$ cat config.mk
export PLATFORM = sky130hd
export DESIGN_NAME = memwin16_decoder
export DESIGN_NICKNAME = d
export VERILOG_FILES = /design/src/rtl/memwin_pkg.sv /design/src/rtl/memwin_regbank.sv /design/src/rtl/memwin_cmp.sv /design/src/rtl/memwin16_decoder.sv
export SDC_FILE = /design/constraint.sdc
export NUM_CORES = 1
export LEC_CHECK = 0
export BUFFER_PORTS_ARGS = -buffer_cell sky130_fd_sc_hd__buf_2
export CAP_MARGIN = 20
export CORE_MARGIN = 2
export CORE_UTILIZATION = 40
export CTS_CLUSTER_DIAMETER = 80
export DETAILED_ROUTE_END_ITERATION = 10
export GPL_TIMING_DRIVEN = 1
export PLACE_DENSITY = 0.58
export SLEW_MARGIN = 20
export SYNTH_ARGS = -nofsm -noshare
export SYNTH_HDL_FRONTEND = slang
export SYNTH_SLANG_ARGS = --single-unit
$ cat constraint.sdc
create_clock -name clk -period 2.1 [get_ports clk]
set_input_delay 0 -clock clk [delete_from_list [all_inputs] [get_ports clk]]
set_output_delay 0 -clock clk [all_outputs]
set_load 0.01 [all_outputs]
$ cat src/rtl/memwin_pkg.sv
package memwin_pkg;
    parameter int LA_W     = 7;
    parameter int NUM_DEV  = 2;
    parameter int NUM_WIN  = 2;
    localparam int DEV_W   = (NUM_DEV > 1) ? $clog2(NUM_DEV) : 1;

    localparam logic [7:0] IDX_ACT     = 8'h30;
    localparam logic [7:0] IDX_WIN0    = 8'h40;
    localparam logic [7:0] WIN_STRIDE  = 8'h08;
    localparam logic [7:0] OFS_BASE    = 8'h00;
    localparam logic [7:0] OFS_CTRL    = 8'h02;
    localparam logic [7:0] OFS_LIMIT   = 8'h03;
    localparam int         CTRL_WIDE_B = 1;

    typedef struct packed {
        logic       act;
        logic [7:0] base;
        logic [7:0] limit;
        logic       wide;
    } win_cfg_t;

    function automatic logic [7:0] win_idx(input int w, input logic [7:0] ofs);
        return IDX_WIN0 + WIN_STRIDE * w[7:0] + ofs;
    endfunction

    function automatic logic in_block(input logic [LA_W-1:0] a,
                                      input logic [7:0] lo,
                                      input logic [7:0] hi);
        return (a >= lo[7:8-LA_W]) && (a <= hi[7:8-LA_W]);
    endfunction
endpackage

$ cat src/rtl/memwin_regbank.sv
module memwin_regbank
    import memwin_pkg::*;
(
    input  logic                            clk,
    input  logic                            rst,
    input  logic                            wr,
    input  logic [DEV_W-1:0]                dev,
    input  logic [7:0]                      idx,
    input  logic [7:0]                      data,
    output win_cfg_t [NUM_DEV*NUM_WIN-1:0]  cfg_o
);
    logic [NUM_DEV-1:0] act_q;
    logic [7:0] base_q  [NUM_DEV][NUM_WIN];
    logic [7:0] limit_q [NUM_DEV][NUM_WIN];
    logic       wide_q  [NUM_DEV][NUM_WIN];

    always_ff @(posedge clk) begin
        if (rst) begin
            act_q <= '0;
            for (int d = 0; d < NUM_DEV; d++) begin
                for (int w = 0; w < NUM_WIN; w++) begin
                    base_q[d][w]  <= '0;
                    limit_q[d][w] <= '0;
                    wide_q[d][w]  <= 1'b0;
                end
            end
        end else if (wr) begin
            for (int d = 0; d < NUM_DEV; d++) begin
                if (dev == d[DEV_W-1:0]) begin
                    if (idx == IDX_ACT) act_q[d] <= data[0];
                    for (int w = 0; w < NUM_WIN; w++) begin
                        if (idx == win_idx(w, OFS_BASE))  base_q[d][w]  <= data;
                        if (idx == win_idx(w, OFS_LIMIT)) limit_q[d][w] <= data;
                        if (idx == win_idx(w, OFS_CTRL))  wide_q[d][w]  <= data[CTRL_WIDE_B];
                    end
                end
            end
        end
    end

    for (genvar d = 0; d < NUM_DEV; d++) begin : g_dev
        for (genvar w = 0; w < NUM_WIN; w++) begin : g_win
            assign cfg_o[d*NUM_WIN+w] = '{act:   act_q[d],
                                          base:  base_q[d][w],
                                          limit: limit_q[d][w],
                                          wide:  wide_q[d][w]};
        end
    end


    wr_act_chk: assert property (@(posedge clk) disable iff (rst)
        (wr && dev == '0 && idx == IDX_ACT) |=> (cfg_o[0].act == $past(data[0])));

    wr_ctrl_chk: assert property (@(posedge clk) disable iff (rst)
        (wr && dev == '0 && idx == win_idx(0, OFS_CTRL)) |=> (cfg_o[0].wide == $past(data[CTRL_WIDE_B])));
endmodule

$ cat src/rtl/memwin_cmp.sv
module memwin_cmp
    import memwin_pkg::*;
(
    input  logic            clk,
    input  logic            rst,
    input  logic [LA_W-1:0] la,
    input  win_cfg_t        cfg,
    output logic            hit,
    output logic            hit16
);
    always_comb begin
        hit   = cfg.act && in_block(la, cfg.base, cfg.limit);
        hit16 = hit && cfg.wide;
    end


    hit_needs_act_chk: assert property (@(posedge clk) disable iff (rst)
        hit |-> cfg.act);
endmodule

$ cat src/rtl/memwin16_decoder.sv
module memwin16_decoder
    import memwin_pkg::*;
(
    input  logic             clk,
    input  logic             rst,
    input  logic             cfg_wr,
    input  logic [DEV_W-1:0] cfg_dev,
    input  logic [7:0]       cfg_idx,
    input  logic [7:0]       cfg_data,
    input  logic [1:0]       submode,
    input  logic             dma_mode,
    input  logic             dma_drv_en,
    input  logic             dma_ready,
    input  logic             refresh_n,
    input  logic [LA_W-1:0]  la,
    output logic             win_a_cs_n,
    output logic             win_b_cs_n,
    output logic             pad_oe,
    output logic             pad_do
);
    localparam int WA_SLOT  = 0;
    localparam int WB_LOCAL = 1;
    localparam int WB_ALT   = NUM_WIN;

    win_cfg_t [NUM_DEV*NUM_WIN-1:0] cfg_all;
    win_cfg_t [1:0]                 sel_cfg;
    logic     [1:0]                 hit, hit16;
    logic                           cs_gate, wide16;

    memwin_regbank u_regs (
        .clk(clk), .rst(rst), .wr(cfg_wr), .dev(cfg_dev),
        .idx(cfg_idx), .data(cfg_data), .cfg_o(cfg_all)
    );

    always_comb begin
        sel_cfg[0] = cfg_all[WA_SLOT];
        sel_cfg[1] = submode[1] ? cfg_all[WB_ALT] : cfg_all[WB_LOCAL];
    end

    for (genvar w = 0; w < 2; w++) begin : g_cmp
        memwin_cmp u_cmp (
            .clk(clk), .rst(rst), .la(la), .cfg(sel_cfg[w]),
            .hit(hit[w]), .hit16(hit16[w])
        );
    end

    always_comb begin
        cs_gate    = dma_mode | refresh_n;
        win_a_cs_n = ~(hit[0] & cs_gate);
        win_b_cs_n = ~(hit[1] & cs_gate);
        wide16     = (|hit16) & refresh_n & ~dma_mode;
        pad_oe     = dma_mode ? dma_drv_en : wide16;
        pad_do     = dma_mode & dma_ready;
    end


    refresh_block_chk: assert property (@(posedge clk) disable iff (rst)
        (!dma_mode && !refresh_n) |-> (win_a_cs_n && win_b_cs_n && !pad_oe));

    mem_pad_low_chk: assert property (@(posedge clk) disable iff (rst)
        !dma_mode |-> !pad_do);

    wide_needs_cs_chk: assert property (@(posedge clk) disable iff (rst)
        (!dma_mode && pad_oe) |-> (!win_a_cs_n || !win_b_cs_n));

    dma_pin_chk: assert property (@(posedge clk) disable iff (rst)
        dma_mode |-> (pad_oe == dma_drv_en && pad_do == dma_ready));
endmodule

==> results_dict.tcl, run 1 <==
set metrics [dict create \
    drc 0 \
    antenna_found_initial 0 \
    min_path_cells 2 \
    setup_tns_ns -0.1662 \
    start_util_pct 41.75 \
    portBuffers 35 \
    die_y_um 85.88 \
    nNetsFinal 326 \
    period_minus_slack_ns 2.191 \
    final_common_cell "edfxtp_1" \
    hold_ws_ns 0.01061 \
    worst_slack_ns -0.09081 \
    grt_use_met1_pct 20.66 \
    seq_area_frac_synth_pct 51.89 \
    clock_path_buffers 2 \
    rows 29 \
    dieArea_sq_um 7375 \
    setup_viol 2 \
    dp_slack_ns 0.08158 \
    syn_area_sq_um 2681 \
    synth_edf_count 45 \
    grt_pass1_wl_um 8590 \
    startpoint_type "flop" \
    routed_wl_um 5416 \
    dp.cells 333 \
    met2_usage_pct 27.13 \
    combPwrFrac_pct 12.7 \
    p_seq_share_pct 50.6 \
    arrival_ns 2.19 \
    critPathMaxFanout 2 \
    sw_frac_of_total_pct 21.96 \
    p_sw_mw 0.4675 \
    min-delay-path-class "in2reg" \
    fmax_mhz 456.5 \
    grt_usage_pct 15.96 \
    viasPerCell 5.163 \
    total_power_mw 2.129 \
    synth_ff_type "edfxtp_1" \
    grt_pass1_vias 1689 \
    synth-seq-cells 47 \
    area.sequential_sq_um 1391 \
    crit_type "reg2out" \
    place_congestion 0.7428 \
    core_sq_um 6422 \
    reg2reg_slack_ns 0.94 \
    ir_drop_v 0.0003008 \
    post-cts-setup-buffers 0 \
    clk_pin_slew_worst_paths_ns 0.09 \
    rsz0062_at_grt "yes" \
    p_int_mw 1.662 \
    layout-drive-gt1-share_pct 25.56 \
    stdcell_count 343 \
    tritoncts "yes" \
    die_width_um 85.88 \
    status "complete, but fails checks" \
    antenna_cells 0 \
    worst_pin_slew_ns 0.3617 \
    first_iter_violations 44 \
    routedWlPerCell_um 15.79 \
    regToRegStartpoint "u_regs.act_q[1]" \
    hold_violations 0 \
    cp.required_ns 2.10 \
    leakagePower_nw 1.305 \
    avgSynthCellArea_sq_um 12.30 \
    hpwl_um 4249 \
    clock_skew_ns 0 \
    reg2reg_to "u_regs.act_q[1]" \
    cap_violations 0 \
    synth_cells 218 \
    drtPass1Iterations 6 \
    grt_start_max_net_pins 16 \
    synthArstFlopShare_pct 0 \
    r2r_cells 3 \
    syn_to_final_growth_pct 18.15 \
    period_share_pct 104.3 \
    hold_path.startpoint "rst" \
    clk_latency_ns 0.30 \
    vias 1771 \
    fill_cells 589 \
    clockRootBuffer "clkbuf_8" \
    crit_path_end_kind "output pin" \
    grt_busiest_layer "met2" \
    cts_num_sinks 47 \
    ant_nets 0 \
    ios 37 \
    finalMaxSlewViolations 0 \
    clkPwrFrac_pct 36.7 \
    min_to "u_regs.act_q[0]" \
    numCtsBuffers 5 \
    layout_common_cells "45 x edfxtp_1, 35 x buf_2, 29 x and2_1" \
    met3_usage_pct 2.502 \
    multiInputGateArea_sq_um 1255 \
    ys_types 39 \
    yosysWarningCount 0 \
    synth_fp_nets 279 \
    htree_num_levels 2 \
    failed_checks "setup timing" \
    overflow 0 \
    p_per_area_nw_per_um2 672.2 \
    timing.slew.headroom_pct 75.89 \
]
-- registers in the layout (all words and copies together), names as in the netlist --
| signal | cells |
|---|---|
| u_regs.limit_q | 21 |
| u_regs.wide_q | 3 |
| u_regs.base_q | 21 |
| u_regs.act_q | 2 |
-- cell usage after synthesis (all sizes together) (2+ instances only) --
master / instances / share of area, %
nand3b: 4 / 1.1
clkbuf: 2 / 0.28
and2: 29 / 6.8
dfxtp: 2 / 1.5
a211oi: 2 / 0.56
nand2: 6 / 0.84
o21bai: 8 / 2.2
inv: 13 / 1.8
mux2i: 14 / 5.2
o21ai: 4 / 0.75
nand4: 4 / 0.93
edfxtp: 45 / 50
ha: 28 / 13
nor2: 13 / 2.6
nand2b: 3 / 0.70
a21o: 4 / 1.1
nand3: 6 / 1.3
a21oi: 10 / 1.9
mux2: 4 / 1.7
-- area by class of cell --
class / count / area share [%]
Multi-Input combinational cell: 155 / 39.61
Clock buffer: 5 / 2.172
Clock inverter: 3 / 2.133
Sequential cell: 47 / 43.92
Timing Repair Buffer: 43 / 7.583
Tap cell: 77 / 3.041
Inverter: 13 / 1.540
-- kinds of logic (layout without fill, tap and decap cells) --
family                   Yosys count  count (layout)  synth area share [%]
AND/OR/NAND/NOR                   73              73                 16.94
multiplexers                      18              18                 6.906
XOR/XNOR                           1               1                0.3267
flip-flops                        47              47                 51.89
buffers and inverters             16              64                 2.287
AO/OA/AOI/OAI                     35              35                 8.587
adder cells (fa/ha/maj)           28              28                 13.07
-- critical path, stage by stage (launching register included) --
cell and delay [ns]:
edfxtp_1 0.39, mux2i_2 0.18, ha_1 0.27, nand4_1 0.13, a21oi_1 0.06, o32ai_2 0.32, o2111ai_2 0.20, o221ai_1 0.17
buf_2 0.16
-- metrics by stage --
step,area (sq um),util [%]
2_1_floorplan,2681,-
6_report,3168,49.33
3_3_place_gp,2985,46.48
3_5_place_dp,2985,46.48
4_1_cts,3161,49.21
5_1_grt,3168,49.33
-- worst max-delay path by stage --
stage | startpoint | end | depth (start not counted)
floorplan | submode[1] | pad_oe | 9
global placement | submode[1] | pad_oe | 9
detailed placement | submode[1] | pad_oe | 9
CTS | u_regs.limit_q[1][13] | pad_oe | 8
global route | u_regs.limit_q[1][15] | pad_oe | 8
finish | u_regs.limit_q[1][15] | pad_oe | 8
-- per-layer routing --
layer | vias up | wire length, um
met5 | - | 0
met4 | 0 | 94
met3 | 7 | 197
met2 | 38 | 2707
met1 | 823 | 2417
li1 | 903 | -
-- power groups by stage --
stage               sequential (mW)  clock, mW  combinational, mW
floorplan                      1.10          0              0.156
finish                         1.08      0.781              0.271
global route                   1.08      0.839              0.307
CTS                            1.08      0.797              0.273
detailed placement             1.10          0              0.263
global placement               1.10          0              0.258
-- timing repair --
action                                  CTS  global route
endpoints found under the setup margin    2             2
hold buffers                              2             0
hold endpoints to repair                  2             0
gates cloned                              0             0
pin swaps                                 1             2
resized for setup                         3             2
No activity file was read; power rests on OpenSTA's default activity.
==> inputs of run 2 (changes only) <==
--- a/config.mk
+++ b/config.mk
@@ -12,7 +12,9 @@
 export CTS_CLUSTER_DIAMETER = 80
 export DETAILED_ROUTE_END_ITERATION = 10
 export GPL_TIMING_DRIVEN = 1
+export MAX_ROUTING_LAYER = met4
 export PLACE_DENSITY = 0.58
+export RECOVER_POWER = 100
 export SLEW_MARGIN = 20
 export SYNTH_ARGS = -nofsm -noshare
 export SYNTH_HDL_FRONTEND = slang
==> run 2 against run 1 <==
Effect of this change:
- the run still ends with setup timing left
- sequential power about the same
- combinational power down 3%
- sequential share of layout area up 0.83 points
- first-iteration DRC count up 16%
- setup slack worse by 0.0030 ns
- critical endpoint unchanged
==> results_dict.tcl, run 2 (synthesized netlist as in run 1, its figures left out) <==
set metrics [dict create \
    p_int_mw 1.656 \
    leakagePower_nw 1.252 \
    slowest_stage "edfxtp_1" \
    fmax_mhz 455.8 \
    ios 37 \
    reg_top3 "u_regs.base_q: 21 flops, u_regs.limit_q: 21 flops, u_regs.wide_q: 3 flops" \
    worst_slack_ns -0.09380 \
    min-delay-path-class "in2reg" \
    grt_usage_pct 16.44 \
    grt_pass1_vias 1691 \
    layout_common_cells "45 x edfxtp_1, 32 x buf_2, 28 x ha_1" \
    final_util_pct 48.41 \
    met2_usage_pct 27.13 \
    dieArea_sq_um 7375 \
    crit_path_end_kind "output pin" \
    clk_latency_ns 0.30 \
    die_width_um 85.88 \
    dp_slack_ns 0.08158 \
    p_seq_share_pct 50.8 \
    arrival_ns 2.19 \
    core_sq_um 6422 \
    critPathMaxFanout 2 \
    setup_viol 2 \
    portBuffers 35 \
    postLayoutCellArea_sq_um 3109 \
    timing.slew.headroom_pct 65.56 \
    drtPass1Iterations 6 \
    routedWlPerCell_um 15.83 \
    crit_chain "mux2i_2, ha_1, nand4_1, a21oi_1, o32ai_2, o2111ai_2, o221ai_1, buf_2" \
    p_per_area_nw_per_um2 681.9 \
    overflow 0 \
    vias 1776 \
    nNetsFinal 326 \
    finalMaxSlewViolations 0 \
    cp.required_ns 2.10 \
    numCtsBuffers 5 \
    p_sw_mw 0.4637 \
    dp.cells 333 \
    stdcell_count 343 \
    grt_start_max_net_pins 16 \
    hold_violations 0 \
    viasPerCell 5.178 \
    cts_num_sinks 47 \
    reg2reg_slack_ns 0.94 \
    ant_nets 0 \
    antenna_cells 0 \
    antenna_found_initial 0 \
    clk_pin_slew_worst_paths_ns 0.09 \
    crit_type "reg2out" \
    grt_busiest_layer "met2" \
    drc 0 \
    final_common_cell "edfxtp_1" \
    cap_violations 0 \
    layout-drive-gt1-share_pct 19.92 \
    met3_usage_pct 2.310 \
    total_power_mw 2.120 \
    path_buf_inv 1 \
    tritoncts "yes" \
    place_area_sq_um 2985 \
    failed_checks "setup timing" \
    die_y_um 85.88 \
    first_iter_violations 51 \
    place_congestion 0.7521 \
    fill_cells 597 \
    crit_family "compound AO/OA/AOI/OAI gates" \
    period_share_pct 104.5 \
    sw_frac_of_total_pct 21.87 \
    combPwrFrac_pct 12.4 \
    hpwl_um 4249 \
    period_minus_slack_ns 2.194 \
    cpPeakStageDelay_ns 0.39 \
    clock_skew_ns 0 \
    routed_wl_um 5430 \
    ir_drop_v 0.0002991 \
    clkPwrFrac_pct 36.8 \
    hold_ws_ns 0.007848 \
    grt_pass1_wl_um 8583 \
    startpoint_type "flop" \
    start_util_pct 41.75 \
    syn_to_final_growth_pct 15.96 \
    rows 29 \
    rsz0062_at_grt "yes" \
    htree_num_levels 2 \
    setup_tns_ns -0.1678 \
    clock_path_buffers 2 \
    clockRootBuffer "clkbuf_8" \
    grt_use_met1_pct 20.78 \
    status "complete, but fails checks" \
    worst_pin_slew_ns 0.5147 \
]
-- run 2: cell count changes in the layout (fill, tap and decap cells not counted), sizes merged --
cell    before  now
buf         41   34
clkbuf       5   12
-- run 2: area by class of cell --
| type | instances | area, sq um | share of cell area [%] |
|---|---|---|---|
| inverter | 13 | 48.80 | 1.569 |
| clock buffer | 5 | 68.82 | 2.213 |
| multi-input combinational | 155 | 1215 | 39.07 |
| tap | 77 | 96.34 | 3.099 |
| timing repair buffer | 43 | 221.5 | 7.123 |
| sequential | 47 | 1391 | 44.75 |
| clock inverter | 3 | 67.56 | 2.173 |
-- run 2: worst paths after layout --
path / end / startpoint / depth (start not counted)
max: pad_oe / u_regs.limit_q[1][15] / 8
min: u_regs.act_q[0] / rst / 2
max reg2reg: u_regs.act_q[1] / u_regs.act_q[1] / 3
min reg2reg: u_regs.act_q[0] / u_regs.act_q[0] / 2
-- run 2: layer usage --
metal  share of wire [%]  wire length, um  vias up
met1                  46             2514      832
li1                    -                -      903
met5                   0                0        -
met4                 1.5               80        0
met2                  50             2709       34
met3                 2.3              125        7
-- run 2: power groups by stage --
stage | Sequential, mW | Clock [mW] | Combinational (mW)
floorplan | 1.10 | 0 | 0.156
global placement | 1.10 | 0 | 0.258
detailed placement | 1.10 | 0 | 0.263
CTS | 1.08 | 0.797 | 0.273
global route | 1.08 | 0.839 | 0.298
finish | 1.08 | 0.780 | 0.262
-- run 2: repair_timing --
action,in CTS,in global routing
endpoints found under the hold margin,2,0
pin swaps,1,2
hold buffers,2,0
resized for setup,3,2
setup buffers,0,0
setup endpoints to repair,2,2
-- run 2: worst reg2reg max path, stage by stage (launching register included) --
cell	delay [ns]
dfxtp_1	0.33
mux2i_1	0.14
nor2_1	0.05
dlygate4sd3_1	0.55
